**config.mk**
```make
export PLATFORM = sky130hd
export DESIGN_NAME = bcd_stopwatch
export DESIGN_NICKNAME = d
export VERILOG_FILES = /design/src/rtl/sw_pkg.sv /design/src/rtl/sw_tick_gen.sv /design/src/rtl/sw_bcd_digit.sv /design/src/rtl/bcd_stopwatch.sv
export SDC_FILE = /design/constraint.sdc
export NUM_CORES = 1
export LEC_CHECK = 0
export CAP_MARGIN = 20
export CORE_ASPECT_RATIO = 0.7
export CORE_MARGIN = 10
export CORE_UTILIZATION = 46
export CTS_CLUSTER_SIZE = 25
export DETAILED_ROUTE_END_ITERATION = 10
export PLACE_DENSITY = 0.72
export REMOVE_ABC_BUFFERS = 1
export SLEW_MARGIN = 20
export SYNTH_ARGS = -nofsm -noshare
export SYNTH_HDL_FRONTEND = slang
export SYNTH_SLANG_ARGS = --single-unit
```
**constraint.sdc**
```tcl
create_clock -name clk -period 6.7 [get_ports clk]
set_clock_uncertainty 0.1 [all_clocks]
set_input_delay 1.34 -clock clk [delete_from_list [all_inputs] [get_ports clk]]
set_output_delay 1.34 -clock clk [all_outputs]
set_load 0.005 [all_outputs]
```
**src/rtl/sw_pkg.sv**
```systemverilog
package sw_pkg;
   localparam int unsigned BCD_W   = 4;
   localparam int unsigned BCD_MAX = 9;

   typedef logic [BCD_W-1:0] bcd_t;

   function automatic bcd_t bcd_next(input bcd_t v);
      return (v == bcd_t'(BCD_MAX)) ? bcd_t'(0) : v + bcd_t'(1);
   endfunction
endpackage

```
**src/rtl/sw_tick_gen.sv**
```systemverilog
module sw_tick_gen #(
   parameter int unsigned PRESCALE_LEN = 1 << 20
) (
   input  logic clk,
   input  logic rst,
   input  logic run,
   output logic tick
);
   if (PRESCALE_LEN < 1) begin : g_bad_len
      $error("sw_tick_gen: PRESCALE_LEN must be at least 1");
   end

   if (PRESCALE_LEN == 1) begin : g_direct
      // Every running cycle is a tick; no phase storage needed.
      assign tick = run;
   end else begin : g_counted
      localparam int unsigned CNT_W = $clog2(PRESCALE_LEN);
      localparam logic [CNT_W-1:0] LAST = CNT_W'(PRESCALE_LEN - 1);

      logic [CNT_W-1:0] phase;
      logic             at_last;

      assign at_last = (phase == LAST);
      assign tick    = run && at_last;

      always_ff @(posedge clk) begin
         if (rst)
            phase <= '0;
         else if (run)
            phase <= at_last ? '0 : phase + 1'b1;
      end


      phase_hold_chk: assert property (@(posedge clk) disable iff (rst)
         !run |=> $stable(phase));


      tick_gap_chk: assert property (@(posedge clk) disable iff (rst)
         tick |=> !tick);


      phase_range_chk: assert property (@(posedge clk) disable iff (rst)
         phase <= LAST);
   end
endmodule

```
**src/rtl/sw_bcd_digit.sv**
```systemverilog
module sw_bcd_digit
   import sw_pkg::*;
(
   input  logic clk,
   input  logic rst,
   input  logic inc,
   output bcd_t digit,
   output logic at_max
);
   bcd_t value;

   always_ff @(posedge clk) begin
      if (rst)
         value <= '0;
      else if (inc)
         value <= bcd_next(value);
   end

   assign digit  = value;
   assign at_max = (value == bcd_t'(BCD_MAX));


   digit_range_chk: assert property (@(posedge clk) disable iff (rst)
      value <= bcd_t'(BCD_MAX));


   digit_hold_chk: assert property (@(posedge clk) disable iff (rst)
      !inc |=> $stable(value));


   digit_step_chk: assert property (@(posedge clk) disable iff (rst)
      (inc && value != bcd_t'(BCD_MAX)) |=> value == $past(value) + bcd_t'(1));


   digit_wrap_chk: assert property (@(posedge clk) disable iff (rst)
      (inc && value == bcd_t'(BCD_MAX)) |=> value == bcd_t'(0));
endmodule

```
**src/rtl/bcd_stopwatch.sv**
```systemverilog
module bcd_stopwatch
   import sw_pkg::*;
#(
   parameter int unsigned NUM_DIGITS   = 4,
   parameter int unsigned PRESCALE_LEN = 1 << 20
) (
   input  logic                        clk,
   input  logic                        rst,
   input  logic                        run,
   output logic [BCD_W*NUM_DIGITS-1:0] count
);
   localparam int unsigned OUT_W = BCD_W * NUM_DIGITS;

   if (NUM_DIGITS < 1) begin : g_bad_digits
      $error("bcd_stopwatch: NUM_DIGITS must be at least 1");
   end

   logic                  tick;
   logic [NUM_DIGITS:0]   step_en;
   logic [NUM_DIGITS-1:0] nine;

   sw_tick_gen #(
      .PRESCALE_LEN (PRESCALE_LEN)
   ) i_tick (
      .clk  (clk),
      .rst  (rst),
      .run  (run),
      .tick (tick)
   );

   assign step_en[0] = tick;

   for (genvar d = 0; d < NUM_DIGITS; d++) begin : g_digit
      bcd_t val;

      sw_bcd_digit i_dig (
         .clk    (clk),
         .rst    (rst),
         .inc    (step_en[d]),
         .digit  (val),
         .at_max (nine[d])
      );

      // A digit advances only when the tick reaches it through all lower nines.
      assign step_en[d+1]          = step_en[d] && nine[d];
      assign count[BCD_W*d +: BCD_W] = val;
   end


   rollover_chk: assert property (@(posedge clk) disable iff (rst)
      (tick && (&nine)) |=> count == OUT_W'(0));


   pause_hold_chk: assert property (@(posedge clk) disable iff (rst)
      !run |=> $stable(count));


   reset_clear_chk: assert property (@(posedge clk)
      rst |=> count == OUT_W'(0));
endmodule

```
* Yosys cells after proc, flatten, opt, wreduce, memory -nomap -nowiden
Index checks and enable logic that the tools add are counted.
Word-level totals: flip-flop bits (word level) 36, bits in latches 0, memory bits (writable) 0, bits in read-only memories 0, bits of input ports 3, output and inout port bits 16, word-level logic and storage cells 24, memories 0
Operators by class: $add $sub $neg 5, multipliers 0, div/mod/pow operators 0, order comparisons 0, eq/ne operators 5, shift operators 0, multiplexer cells 5, bitwise logic cells 0, reduce and logical (&&, ||, !) cells 4
Operators with widths (count):
- adder 20 x 1 -> 20 bit, second input constant | 1
- equality test 20 bit, second input constant | 1
- 2-to-1 mux 20 bit | 1
- adder 4 x 1 -> 4 bit, second input constant | 4
- equality test 4 bit, second input constant | 4
- 2-to-1 mux 4 bit | 4
- logical AND 1 bit | 4

* Depth between registers and ports, before layout
depth after elaboration 5, depth in mapped cells 7, mapped depth without buffers 5

* Modules after synthesis
A second synthesis with hierarchy kept.
Unflattened totals: cell total of the unflattened synthesis 189, area, all modules 1756.7 um^2
Modules (own cells, without submodules):
- sw_tick_gen | instances 1, cells an instance 110, area an instance 967.2 um^2, sequential area each 400.4 um^2
- sw_bcd_digit | instances 4, cells an instance 19, area an instance 191.4 um^2, sequential area each 80.1 um^2
- bcd_stopwatch | instances 1, cells an instance 3, area an instance 23.8 um^2, sequential area each 0.0 um^2

* Worst setup path before layout
Ideal clock, no wire load.
path type input to register, start point input run, end point register g_digit[2].i_dig.value[0], setup time 121 ps, data arrival time 2627 ps, required time 6479 ps, slack 3852 ps, cell stages on the path 5, buffers on the path 1, cells stage by stage nand4_4 > or3_4 > buf_6 > nor4_1 > mux2_2
Between the ends: word-level cells in the longest chain between the ends 3
Ends and longest elaborated chain:
- start: declaration | line bcd_stopwatch.sv:9 | input logic run,
- logical AND 1 bit | line sw_tick_gen.sv:24 | assign tick = run && at_last;
- logical AND 1 bit (2 in series) | line bcd_stopwatch.sv:45 | assign step_en[d+1] = step_en[d] && nine[d];
- end signal: assignment | line sw_bcd_digit.sv:16 | value <= bcd_next(value);
- end: declaration | line sw_bcd_digit.sv:10 | bcd_t value;
No other way between the ends. A chain may end at the register's enable or synchronous reset.

==> reports/metrics.csv <==
stage,metric,value,unit
synth,synthMuxAreaShare,2.92,%
floorplanning,start_util,47.7,%
setup_path,worst-setup-path-type,in2reg,
synth,ys_types,44,
route,vias,1678,
setup_path,r2r_end,i_tick.g_counted.phase[13],
layout,register_area,721,um2
layout,multi_input_comb_area,0.00107,mm2
setup_path,arrival,3.51,ns
grt,grt_pass1_vias,1448,
synth,synth_top_family_by_area,simple AND/OR/NAND/NOR gates,
layout,area_delta_synth_final,18.2,%
timing,fmax,290,MHz
timing,max_slew_margin,62.8,%
synth,yosys.area_share.simple,32.6,%
power,power.total,0.000431,W
route,wire_per_inst,14.0,um
route,antenna_left,0,
clock_network,worstSkewPairLatency,0.28,ns
synth,synth_edf_count,0,
placement,hpwl,2.85,mm
synth,async_flop_share,0,%
timing,min_period,3.45,ns
synth,synth_xor_xnor_area_share,5.58,%
layout,insertedDiodeCount,0,
worst_hold_path,hold_depth,2,
clock_network,post-cts-setup-buffers,0,
power,p_per_area,194,mW/mm2
route,postRouteWirelength,4.01,mm
synth,synthCells,217,
synth,synth_area_per_cell,8.68,um2
setup_path,reg2reg_slack,4.33,ns
flow_run,maxCapViolCount,0,
floorplanning,fp-row-count,19,
setup_path,reg2reg_depth,6,
route,drtPass1Iterations,5,
setup_path,cp-start-kind,primary input,
floorplanning,pin_count,19,
route,vias_per_cell,5.85,
power,p_leak,0.713,nW
layout,drive_gt1_share,10.2,%
setup_path,regToRegStartpoint,i_tick.g_counted.phase[0],
timing,drv_slew,0,
clock_network,cts_max_path_buffers,2,
synth,yosysSeqAreaShare,38.2,%
clock_network,clkTransAtPathRegs,0.07,ns
setup_path,worst_ep_required_time,6.77,ns
setup_path,crit_fanout,21,
synth,synth_fa_ha_area_share,0.664,%
clock_network,cts_inserted_buffers,5,
synth,syn-cell-area,0.00188,mm2
route,drt_iter0_drc,98,
clock_network,htreeDepth,2,
worst_hold_path,hold_end,i_tick.g_counted.phase[15],
placement,port_buffers,18,
clock_network,cts_resized,0,
synth,ys_seq_elements,36,
timing,setup_violations,0,
clock_network,cts-root-buf,clkbuf_8,
synth,yosysMostFrequentCell,dfxtp_1,
placement,globalplace.congestion,0.809,
worst_hold_path,hold_path.startpoint,i_tick.g_counted.phase[15],
setup_path,end_kind,flop,
layout,utilization,56.4,%
synth,synth_commonest_cells,"36 x dfxtp_1, 19 x nor2_1, 17 x a21oi_1, 14 x nand4_1, 12 x nand2_1",
worst_hold_path,hold_class,reg2reg,
timing,tns,0,ns
grt,grt_util_all_layers,11.7,%
timing,setup_slack,3.25,ns
grt,grt_remaining_overflow,0,
timing,tightestPinTransition,0.555,ns
synth,yosysTopAreaCell,dfxtp_1,
timing,hold_viol_final,0,
grt,antenna_found_initial,0,
outcome,status,finished clean,
synth,synth_compound_area_share,15.3,%
setup_path,crit_start,run,
layout,fin_nets,238,
timing,rsz0062_at_grt,no,
layout,fill_cells,381,
clock_network,ctsHoldBuffers,0,
grt,grt_start_max_net_pins,27,
synth,synthTopCellsByArea,"dfxtp_1 38%, nand4_1 4.6%, a21oi_1 4.5%",
floorplanning,dieArea,0.00710,mm2
grt,grt_pass1_wl,6.71,mm
placement,pre_cts_slack,2.95,ns
clock_network,cts_tree,done,
floorplanning,core-area,0.00395,mm2
floorplanning,die-height,73.6,um
synth,synth_ff_type,dfxtp_1,
floorplanning,dieWidth,96.5,um
timing,fin_crit_sh,51.5,%
synth,ys_warn_count,0,
power,vdd_ir_drop_max,113,uV
synth,synth_top_area_share,38.2,%
route,route.detailed.drc,0,
clock_network,clock-sinks,36,
==> report_power, final <==
group / internal [W] / switching [W]
logic: 0.00000438 / 0.00000689
clock network: 0.000131 / 0.0000725
registers: 0.000215 / 0.00000119
total: 0.000351 / 0.0000806
==> per-layer routing <==
layer  share of wire, %  global-route usage (%)  wire [um]  vias to the layer above
met5                  0                       0          0                        -
met4               0.50                    3.22         20                        0
met3                5.3                    4.48        214                        2
met2                 42                    16.3       1700                       34
met1                 52                    16.2       2080                      790
li1                   -                       -          -                      852
==> cells in the final DEF (no fill, tap or decap), drive strengths merged, types with 2 or more instances in the layout <==
cell type,n
o31ai,10
nand4,15
clkdlybuf4s50,18
clkbuf,7
nor3,3
buf,3
a21oi,17
and3,4
nor2,19
nor4,6
mux2,4
nand3,6
or3,6
xor2,5
and4,5
nand2,12
a31oi,3
and2,2
or4,7
nor2b,7
inv,9
o21ai,5
dfxtp,36
xnor2,7
o311ai,4
==> area by class of cell <==
| type | count | area share, % |
|---|---|---|
| Tap cell | 52 | 2.92 |
| Clock inverter | 1 | 1.35 |
| Clock buffer | 7 | 4.33 |
| Multi-Input combinational cell | 161 | 48.3 |
| Sequential cell | 36 | 32.4 |
| Timing Repair Buffer | 21 | 9.27 |
| Inverter | 9 | 1.52 |
==> through the flow <==
step	instances	area (um2)	hold WS, ns
6_report	287	2230	0.397
4_1_cts	287	2230	0.391
3_3_place_gp	278	2090	0.366
3_5_place_dp	279	2100	0.381
2_1_floorplan	206	1830	0.354
5_1_grt	287	2230	0.429
==> how the worst max path moves through the flow <==
| stage | endpoint | slack, ns | cells past startpoint |
|---|---|---|---|
| 4_1_cts | i_tick.g_counted.phase[15] | 3.26 | 6 |
| 2_1_floorplan | i_tick.g_counted.phase[0] | 3.69 | 4 |
| 6_report | i_tick.g_counted.phase[13] | 3.25 | 6 |
| 3_5_place_dp | i_tick.g_counted.phase[15] | 2.95 | 6 |
| 3_3_place_gp | i_tick.g_counted.phase[0] | 2.67 | 5 |
| 5_1_grt | i_tick.g_counted.phase[15] | 3.14 | 6 |
==> critical path, cell delays in order <==
cell	delay, ns
clkdlybuf4s50_1	0.61
nand4_4	0.18
or3_4	0.54
o31ai_2	0.56
buf_6	0.23
a21oi_1	0.05
==> registers in the layout, summed over array words and instances (netlist names) <==
register / flops
g_digit.i_dig.digit: 16
i_tick.g_counted.phase: 20
==> logic make-up after synthesis <==
group / count (synthesis)
adders and majority gates: 1
DFF: 36
muxes: 5
AOI/OAI and AO/OA: 44
xor gates and xnor gates: 12
buffers and inverters: 20
and+or+nand+nor: 99
Power figures use the tool's default switching activity.
